--- config.mk ---
export PLATFORM = sky130hd
export DESIGN_NAME = serial_tx_line
export DESIGN_NICKNAME = d
export VERILOG_FILES = /design/src/rtl/stx_pkg.sv /design/src/rtl/stx_bit_timer.sv /design/src/rtl/stx_frame_shifter.sv /design/src/rtl/stx_line_sel.sv /design/src/rtl/serial_tx_line.sv
export SDC_FILE = /design/constraint.sdc
export NUM_CORES = 1
export LEC_CHECK = 0
export BUFFER_PORTS_ARGS = -buffer_cell sky130_fd_sc_hd__buf_2
export CAP_MARGIN = 20
export CORE_UTILIZATION = 60
export CTS_BUF_LIST = sky130_fd_sc_hd__clkbuf_8
export CTS_CLUSTER_DIAMETER = 150
export DETAILED_ROUTE_END_ITERATION = 8
export MAX_ROUTING_LAYER = met4
export PLACE_DENSITY = 0.82
export REMOVE_ABC_BUFFERS = 1
export SLEW_MARGIN = 40
export SYNTH_ARGS = -nofsm -noshare
export SYNTH_HDL_FRONTEND = slang
export SYNTH_HIERARCHICAL = 1
export SYNTH_SLANG_ARGS = --single-unit
--- constraint.sdc ---
create_clock -name clk -period 2.59 [get_ports clk]
set_input_delay 0.259 -clock clk [delete_from_list [all_inputs] [get_ports clk]]
set_output_delay 0.259 -clock clk [all_outputs]
set_load 0.01 [all_outputs]
--- src/rtl/stx_pkg.sv ---
package stx_pkg;

  typedef enum logic [1:0] {
    LM_SHIFT = 2'b00,
    LM_ECHO  = 2'b01,
    LM_SPACE = 2'b10,
    LM_MARK  = 2'b11
  } line_mode_e;

  localparam int unsigned DATA_BITS  = 8;
  localparam int unsigned DIV_BITS   = 20;
  localparam int unsigned FRAME_BITS = DATA_BITS + 2;

endpackage

--- src/rtl/stx_bit_timer.sv ---
module stx_bit_timer #(
  parameter int DIV_W = 20
) (
  input  logic             clk,
  input  logic             rst_n,
  input  logic             load,
  input  logic             run,
  input  logic [DIV_W-1:0] divisor,
  output logic             tick
);

  logic [DIV_W-1:0] cnt_q, cnt_d;
  logic [DIV_W-1:0] lim_q, lim_d;
  logic             at_lim;
  logic             cnt_en;

  // The limit is sampled only at a load or a bit boundary.
  assign at_lim = (cnt_q == lim_q);
  assign tick   = run & at_lim;
  assign cnt_en = load | run;

  always_comb begin
    cnt_d = cnt_q;
    lim_d = lim_q;
    if (load || tick) begin
      cnt_d = '0;
      lim_d = divisor;
    end else if (run) begin
      cnt_d = cnt_q + 1'b1;
    end
  end

  always_ff @(posedge clk or negedge rst_n) begin
    if (!rst_n) begin
      cnt_q <= '0;
      lim_q <= '0;
    end else if (cnt_en) begin
      cnt_q <= cnt_d;
      lim_q <= lim_d;
    end
  end

endmodule

--- src/rtl/stx_frame_shifter.sv ---
module stx_frame_shifter #(
  parameter int DATA_W = 8
) (
  input  logic              clk,
  input  logic              rst_n,
  input  logic              load,
  input  logic              tick,
  input  logic [DATA_W-1:0] data,
  output logic              busy,
  output logic              raw
);

  localparam int FRAME_W = DATA_W + 2;
  localparam int IDX_W   = $clog2(FRAME_W + 1);
  localparam logic [IDX_W-1:0] LAST_IDX = IDX_W'(FRAME_W - 1);

  logic [FRAME_W-1:0] sh_q, sh_d;
  logic [IDX_W-1:0]   idx_q, idx_d;
  logic               busy_q, busy_d;
  logic               sh_en;

  assign sh_en = load | tick;

  always_comb begin
    sh_d   = sh_q;
    idx_d  = idx_q;
    busy_d = busy_q;
    if (load) begin
      sh_d   = {1'b1, data, 1'b0};
      idx_d  = '0;
      busy_d = 1'b1;
    end else if (tick) begin
      sh_d  = {1'b1, sh_q[FRAME_W-1:1]};
      idx_d = idx_q + 1'b1;
      if (idx_q == LAST_IDX) begin
        busy_d = 1'b0;
      end
    end
  end

  always_ff @(posedge clk or negedge rst_n) begin
    if (!rst_n) begin
      sh_q   <= '1;
      idx_q  <= '0;
      busy_q <= 1'b0;
    end else if (sh_en) begin
      sh_q   <= sh_d;
      idx_q  <= idx_d;
      busy_q <= busy_d;
    end
  end

  assign busy = busy_q;
  assign raw  = busy_q ? sh_q[0] : 1'b1;

endmodule

--- src/rtl/stx_line_sel.sv ---
module stx_line_sel
  import stx_pkg::*;
(
  input  logic [1:0] mode,
  input  logic       shift_bit,
  input  logic       rxd,
  output logic       pin
);

  line_mode_e sel;
  assign sel = line_mode_e'(mode);

  always_comb begin
    unique case (sel)
      LM_SHIFT: pin = shift_bit;
      LM_ECHO:  pin = rxd;
      LM_SPACE: pin = 1'b0;
      LM_MARK:  pin = 1'b1;
      default:  pin = 1'b1;
    endcase
  end

endmodule

--- src/rtl/serial_tx_line.sv ---
module serial_tx_line #(
  parameter int DIV_W  = stx_pkg::DIV_BITS,
  parameter int DATA_W = stx_pkg::DATA_BITS
) (
  input  logic              clk,
  input  logic              rst_n,
  input  logic [DIV_W-1:0]  divisor,
  input  logic [1:0]        line_mode,
  input  logic              wr_en,
  input  logic [DATA_W-1:0] wr_data,
  output logic              wr_stall,
  output logic              tx_ready,
  input  logic              rxd,
  output logic              txd,
  output logic              tx_raw
);

  // Asynchronous assertion, synchronous release.
  logic rst_meta_q, rst_sync_q;

  always_ff @(posedge clk or negedge rst_n) begin
    if (!rst_n) begin
      rst_meta_q <= 1'b0;
      rst_sync_q <= 1'b0;
    end else begin
      rst_meta_q <= 1'b1;
      rst_sync_q <= rst_meta_q;
    end
  end

  logic busy;
  logic tick;
  logic accept;
  logic raw_bit;

  assign accept   = wr_en & ~busy;
  assign wr_stall = wr_en & busy;
  assign tx_ready = ~busy;
  assign tx_raw   = raw_bit;

  stx_bit_timer #(.DIV_W(DIV_W)) u_timer (
    .clk     (clk),
    .rst_n   (rst_sync_q),
    .load    (accept),
    .run     (busy),
    .divisor (divisor),
    .tick    (tick)
  );

  stx_frame_shifter #(.DATA_W(DATA_W)) u_shift (
    .clk   (clk),
    .rst_n (rst_sync_q),
    .load  (accept),
    .tick  (tick),
    .data  (wr_data),
    .busy  (busy),
    .raw   (raw_bit)
  );

  stx_line_sel u_sel (
    .mode      (line_mode),
    .shift_bit (raw_bit),
    .rxd       (rxd),
    .pin       (txd)
  );

endmodule

==> key figures, run 1 <==
Run status
  – Status: complete, no violations

CTS
  – Clock transition at path regs: 0.09 ns
  – Clock Sink Count: 56
  – CTS tree: yes
  – CTS buffer count: 5
  – Worst skew pair latency: roughly 0.30 ns
  – Maximum clock insertion buffer count: 2
  – Htree depth: 2
  – Clock root cell: clkbuf_8

Critical path
  – Worst path max stage delay: 0.55 ns
  – Worst Setup SP: u_timer/cnt_q[17]
  – Critical path class: reg2reg
  – Data arrival time of the worst path: between 2 and 3 ns
  – Critical-path maximum fanout: 9
  – Critical path's slowest cell: or4_4
  – CP Capture Type: register
  – Critical path cell sequence: xor2_1, or4_1, or4_4, o21bai_4, buf_4, mux2_4
  – Worst path required time: roughly 2.8 ns
  – Setup crit start kind: register
  – Reg-to-Reg Start: u_timer/cnt_q[17]

Placed design
  – Placed instance area: 3130 um2
  – Number of port buffers: 37
  – DP Wirelength: 3.67 mm
  – GPL Wtd Cong: 0.847

Final layout
  – Area growth from synthesis to layout: 12.1%
  – Ant. Diodes: 0
  – Layout cells sized above 1: 31.6%
  – Final non-filler cell area: around 3200 um2
  – Final Net Count: 330
  – Layout Utilization: 72.1%

STA
  – Final Slew Violations: 0
  – Setup Viol. Count Final: 0
  – Skew final: just over 0.005 ns
  – Hold slack: ~0.15 ns
  – Max Clk Rate: about 390 MHz
  – Max_slew headroom: between 50% and 60%
  – Fin crit period: 2.55 ns
  – Unrepaired setup endpoints after global routing: true
  – Final hold vios: 0
  – Slew @ Worst Pin: about 0.64 ns
  – Period utilization: 98.6%
  – Post-route setup TNS: 0 ns

Global route
  – Grt ovf: 0
  – Largest net degree at the start of global routing: between 50 and 60
  – Number of global-route vias before repair: approximately 1.9k
  – GRT Resource Usage Total: between 20% and 30%
  – Initial antenna violation count: 0
  – First-pass GRT wire length: ~8.4 mm

Synth
  – EDFF count, synth: 0
  – Mean post-synth cell area: 11.8 um2
  – Yosys warns: 6
  – Sequential area share after synthesis: about half
  – Cells after Synth: about 250
  – Synthesized flop and latch total: 56
  – Asr flop ratio synth: 100%
  – Top FF cell, synth: dfrtp_1
  – Synth unique cells: just over 40
  – Post-Syn Area: roughly 2900 um2

Die
  – FP Rows: 24
  – Die area: approximately 5100 um2
  – Initial Util: 64.3%
  – Core region area: 4500 um2
  – Die Y: between 70 and 80 um
  – Number of I/O pins: 38
  – Die width: 71.5 um

Pwr
  – Worst vdd ir: 0.515 mV
  – Cell Pwr Density: approximately 760 nW/um2
  – Leakage power: 1.49 nW
  – Total power: ~2.5 mW

Worst hold path
  – HP Class: in2reg
  – Hold Startpoint: wr_data[6]

Routing
  – Drt drc: 0
  – Initial drt markers: about 120
  – Final antenna-violating net count: 0
  – Via count: between 1.5k and 2k
  – Routed WL: around 5 mm
  – DR vias/cell: 5.49
  – Pre-Repair DR Iteration Count: 4
  – WL per Instance: approximately 15 um

Flow run
  – Max cap viols: 0
-- synthesized netlist by cell type, types with 4 or more instances --
master	n	area, um2
mux2_4	21	315
dfrtp_1	47	1180
mux2i_1	8	80.1
buf_6	4	45.0
o21ai_1	5	25.0
nand2b_1	5	31.3
nand2_1	20	75.1
nor2_1	24	90.1
xnor2_1	13	114
dfstp_2	9	236
nor4_1	5	31.3
nand4_1	7	43.8
o21ai_0	8	40.0
nand3_1	8	40.0
xor2_1	26	228
-- report_power, final --
part           internal [mW]  switching [mW]  total, mW
logic                  0.407           0.299      0.706
clock network          0.211           0.255      0.466
registers               1.12           0.182       1.31
total                   1.74           0.736       2.48
-- placed cells by master (no fill, tap or decap), types with 2 or more instances in the layout --
master / netlist / layout
dfrtp_1: 47 / 46
buf_2: 2 / 37
xor2_1: 26 / 26
nor2_1: 24 / 24
mux2_4: 21 / 21
nand2_1: 20 / 20
xnor2_1: 13 / 12
buf_4: 0 / 11
dfstp_2: 9 / 9
o21ai_0: 8 / 8
mux2i_1: 8 / 8
nand3_1: 8 / 8
nand4_1: 7 / 7
clkbuf_8: 0 / 6
nand2b_1: 5 / 5
o21ai_1: 5 / 5
inv_1: 2 / 4
nor4_1: 5 / 4
ha_1: 3 / 3
and4_1: 3 / 3
nand4b_1: 2 / 2
-- layout make-up --
| class | instances | area [um2] |
|---|---|---|
| multi-input combinational | 178 | 1370 |
| tap | 52 | 65.1 |
| sequential | 56 | 1410 |
| timing repair buffer | 50 | 298 |
| clock inverter | 2 | 7.51 |
| inverter | 2 | 7.51 |
| fill | 330 | 1260 |
| clock buffer | 6 | 82.6 |
-- registers in the layout, indices dropped and copies added (netlist names) --
| signal | count |
|---|---|
| u_shift/idx_q | 4 |
| u_shift/busy | 1 |
| u_timer/cnt_q | 20 |
| u_timer/lim_q | 20 |
| u_shift/sh_q | 9 |
| rst_meta_q | 1 |
| rst_sync_q | 1 |
-- layer usage --
layer / GRT usage [%] / up-vias / wire, um
met1: 29.6 / 918 / 2400
met4: 9.59 / 0 / 65
li1: - / 934 / -
met3: 4.78 / 6 / 201
met5: - / - / 0
met2: 34.6 / 42 / 2410
-- worst max-delay path: cells and delay by family, from the launching register on --
family                 cells  cell delay, ns
AO/OA/AOI/OAI              1            0.18
XOR/XNOR                   1            0.21
buffers and inverters      1            0.23
flip-flops                 1            0.44
multiplexers               1            0.31
AND/OR/NAND/NOR            2            1.08
-- repair_timing --
item,4_1_cts,5_1_grt
endpoints found under the setup margin,0,21
resized for setup,0,1
endpoints found under the hold margin,2,0
hold buffers,1,0
setup buffers,0,1
-- through the flow --
stage,instances,setup slack [ns]
6_report,346,0.0370
5_1_grt,346,-0.0148
4_1_cts,345,0.0358
3_5_place_dp,336,0.0579
3_3_place_gp,336,0.120
2_1_floorplan,236,-1.07
-- kinds of logic (layout without fill, tap and decap cells) --
group	count (synthesis)	in the layout	share of synthesized area, %
flops	56	56	48.8
other cells	1	1	0.129
buf+inv	12	60	4.36
compound gates	20	20	4.62
xor+xnor	39	39	11.8
fa+ha+maj	3	3	1.30
mux	29	29	13.7
simple gates	86	86	15.4
-- final timing paths --
kind	slack, ns	end	cells past startpoint
min in group asynchronous	0.26	rst_sync_q	2
min reg2reg	0.36	rst_sync_q	0
max reg2reg	0.04	u_timer/lim_q[18]	6
max in group asynchronous	1.79	u_timer/lim_q[9]	1
min	0.15	u_shift/sh_q[7]	3
max	0.04	u_timer/lim_q[18]	6
(Power assumes the default switching activity.)
==> inputs of run 2 (changes only) <==
--- a/config.mk
+++ b/config.mk
@@ -7,12 +7,11 @@
 export LEC_CHECK = 0
 export BUFFER_PORTS_ARGS = -buffer_cell sky130_fd_sc_hd__buf_2
 export CAP_MARGIN = 20
-export CORE_UTILIZATION = 60
+export CORE_UTILIZATION = 48
 export CTS_BUF_LIST = sky130_fd_sc_hd__clkbuf_8
 export CTS_CLUSTER_DIAMETER = 150
 export DETAILED_ROUTE_END_ITERATION = 8
-export MAX_ROUTING_LAYER = met4
-export PLACE_DENSITY = 0.82
+export PLACE_DENSITY = 0.68
 export REMOVE_ABC_BUFFERS = 1
 export SLEW_MARGIN = 40
 export SYNTH_ARGS = -nofsm -noshare
==> run 2 against run 1 <==
  * Via count decreased by 4.4%
  * Die area increased by 24%
  * Sequential power about the same
  * Final area increased by 2.0%
  * Clock power increased by 30%
  * Cell count increased by 5.8%
  * Hold slack got worse by 0.0029 ns
  * Total power increased by 4.7%
  * Non-clock buffer count unchanged
  * Worst setup slack improved by 0.036 ns
  * Count of clock-buffer cells in the layout increased by 1
  * Highest routed layer unchanged
==> key figures, run 2 (synthesized netlist as in run 1, its figures left out) <==
Critical path
  – R2r setup slk: between 0.07 and 0.08 ns
  – WP buf/inv: 1
  – Reg-to-Reg Start: u_timer/cnt_q[2]
  – Data arrival time of the worst path: ~2.7 ns
  – Delay-heaviest family, CP: simple AND/OR/NAND/NOR gates
  – CP Capture Type: register
  – Critical path class: reg2reg
  – Worst reg-to-reg path cell count: 6
  – Worst path max stage delay: 0.56 ns
  – Setup crit start kind: register
  – Critical-path maximum fanout: 22
  – Terminus of the critical flop-to-flop path: u_timer/lim_q[6]
  – Critical path's slowest cell: or4_4
  – Critical path cell sequence: xor2_1, or4b_1, or4_4, o21bai_4, buf_12, mux2_4
  – Worst path required time: about 2.8 ns

Routing
  – DR vias/cell: 4.96
  – Drt drc: 0
  – WL per Instance: approximately 14 um
  – Pre-Repair DR Iteration Count: 4
  – Initial drt markers: around 70
  – Final antenna-violating net count: 0
  – Via count: about 1.8k
  – Routed WL: roughly 5.0 mm

Pwr
  – Total power: around 2.6 mW
  – Cell Pwr Density: 782 nW/um2
  – Worst vdd ir: 0.381 mV
  – Leakage power: around 1.5 nW

Die
  – Number of I/O pins: 38
  – Die area: around 6300 um2
  – Initial Util: approximately 51%
  – FP Rows: 27
  – Die Y: roughly 80 um
  – Core region area: around 5700 um2
  – Die width: about 80 um

STA
  – Max Clk Rate: between 300 and 400 MHz
  – Final WS setup: 0.0729 ns
  – Skew final: 0.00829 ns
  – Final hold vios: 0
  – Final Slew Violations: 0
  – Period utilization: 97.2%
  – Hold slack: around 0.15 ns
  – Max_slew headroom: approximately 60%
  – Slew @ Worst Pin: approximately 0.6 ns
  – Setup Viol. Count Final: 0
  – Fin crit period: around 2.5 ns
  – Unrepaired setup endpoints after global routing: false
  – Post-route setup TNS: 0 ns

Global route
  – First-pass GRT wire length: 8.33 mm
  – Initial antenna violation count: 0
  – GRT Resource Usage Total: ~17%
  – Largest net degree at the start of global routing: 29
  – Grt ovf: 0
  – Number of global-route vias before repair: roughly 1.8k

CTS
  – Post-CTS Setup Bufs: 0
  – CTS tree: yes
  – Clock root cell: clkbuf_8
  – Clock transition at path regs: ~0.090 ns
  – Clock Sink Count: 56
  – Maximum clock insertion buffer count: 2
  – Htree depth: 2
  – Worst skew pair latency: between 0.3 and 0.4 ns
  – CTS buffer count: 5

Placed design
  – DP Wirelength: between 3 and 4 mm
  – Dpl cells: ~360
  – Placed instance area: about 3200 um2
  – GPL Wtd Cong: 0.857
  – Number of port buffers: 37
  – Pre-CTS setup slack: 0.0878 ns

Final layout
  – Layout Utilization: between 50% and 60%
  – Commonest non-fill, non-tap cells in the layout: 46 x dfrtp_1, 37 x buf_2, 26 x xor2_1
  – Non-Filler Instances: approximately 370
  – FF/Latch Area: about 1400 um2
  – Regs by FF count: u_timer/cnt_q: 20 flops, u_timer/lim_q: 20 flops, u_shift/sh_q: 9 flops
  – Area of the multi-input gates: between 1000 and 1500 um2
  – Area growth from synthesis to layout: 14.4%
  – Fill cells: 497
  – Commonest non-fill, non-tap cell in the layout: dfrtp_1
  – Ant. Diodes: 0
  – Final Net Count: between 300 and 400
  – Layout cells sized above 1: 32.0%
  – Final non-filler cell area: 3310 um2

Worst hold path
  – Hold Path Sink: u_shift/sh_q[7]
  – WHS Path Cells: 3
  – HP Class: in2reg
  – Hold Startpoint: wr_data[6]

Run status
  – Status: complete, no violations

Flow run
  – Max cap viols: 0
## run 2: worst max path at each step
stage	startpoint	end	slack, ns	cells past startpoint
2_1_floorplan	u_timer/cnt_q[6]	u_shift/idx_q[3]	-1.07	6
3_3_place_gp	u_timer/lim_q[0]	u_timer/lim_q[16]	0.12	6
3_5_place_dp	u_timer/lim_q[0]	u_timer/lim_q[6]	0.09	6
4_1_cts	u_timer/lim_q[0]	u_timer/lim_q[6]	0.07	6
5_1_grt	u_timer/cnt_q[6]	u_shift/sh_q[1]	0.01	7
6_report	u_timer/cnt_q[2]	u_timer/lim_q[6]	0.07	6
## run 2: repair_timing
action / CTS / global route
resized for setup: 0 / 0
hold endpoints to repair: 2 / 0
hold buffers: 1 / 0
## run 2: power breakdown
group	internal, mW	switching, mW
Sequential	1.12	0.191
Combinational	0.396	0.279
Clock	0.341	0.263
Total	1.86	0.732
## run 2: layer usage
| layer | part of all wire [%] | wire (um) | track usage, % |
|---|---|---|---|
| met3 | 4.5 | 223 | 3.43 |
| met5 | 0 | 0 | 0 |
| met4 | 1.4 | 72 | 6.00 |
| met1 | 51 | 2530 | 24.8 |
| met2 | 44 | 2180 | 25.7 |
## run 2: cell type report
type	count	area share, %
clock inverters	1	0.906
multi-input cells	178	41.2
flip-flops and latches	56	42.7
well taps	72	2.72
inverters	2	0.227
clock buffers	7	2.91
repair buffers	50	9.36
## run 2: tightest hold or removal path, stage by stage
cell     delay (ns)
buf_2          0.09
nand2_1        0.05
o21ai_1        0.06
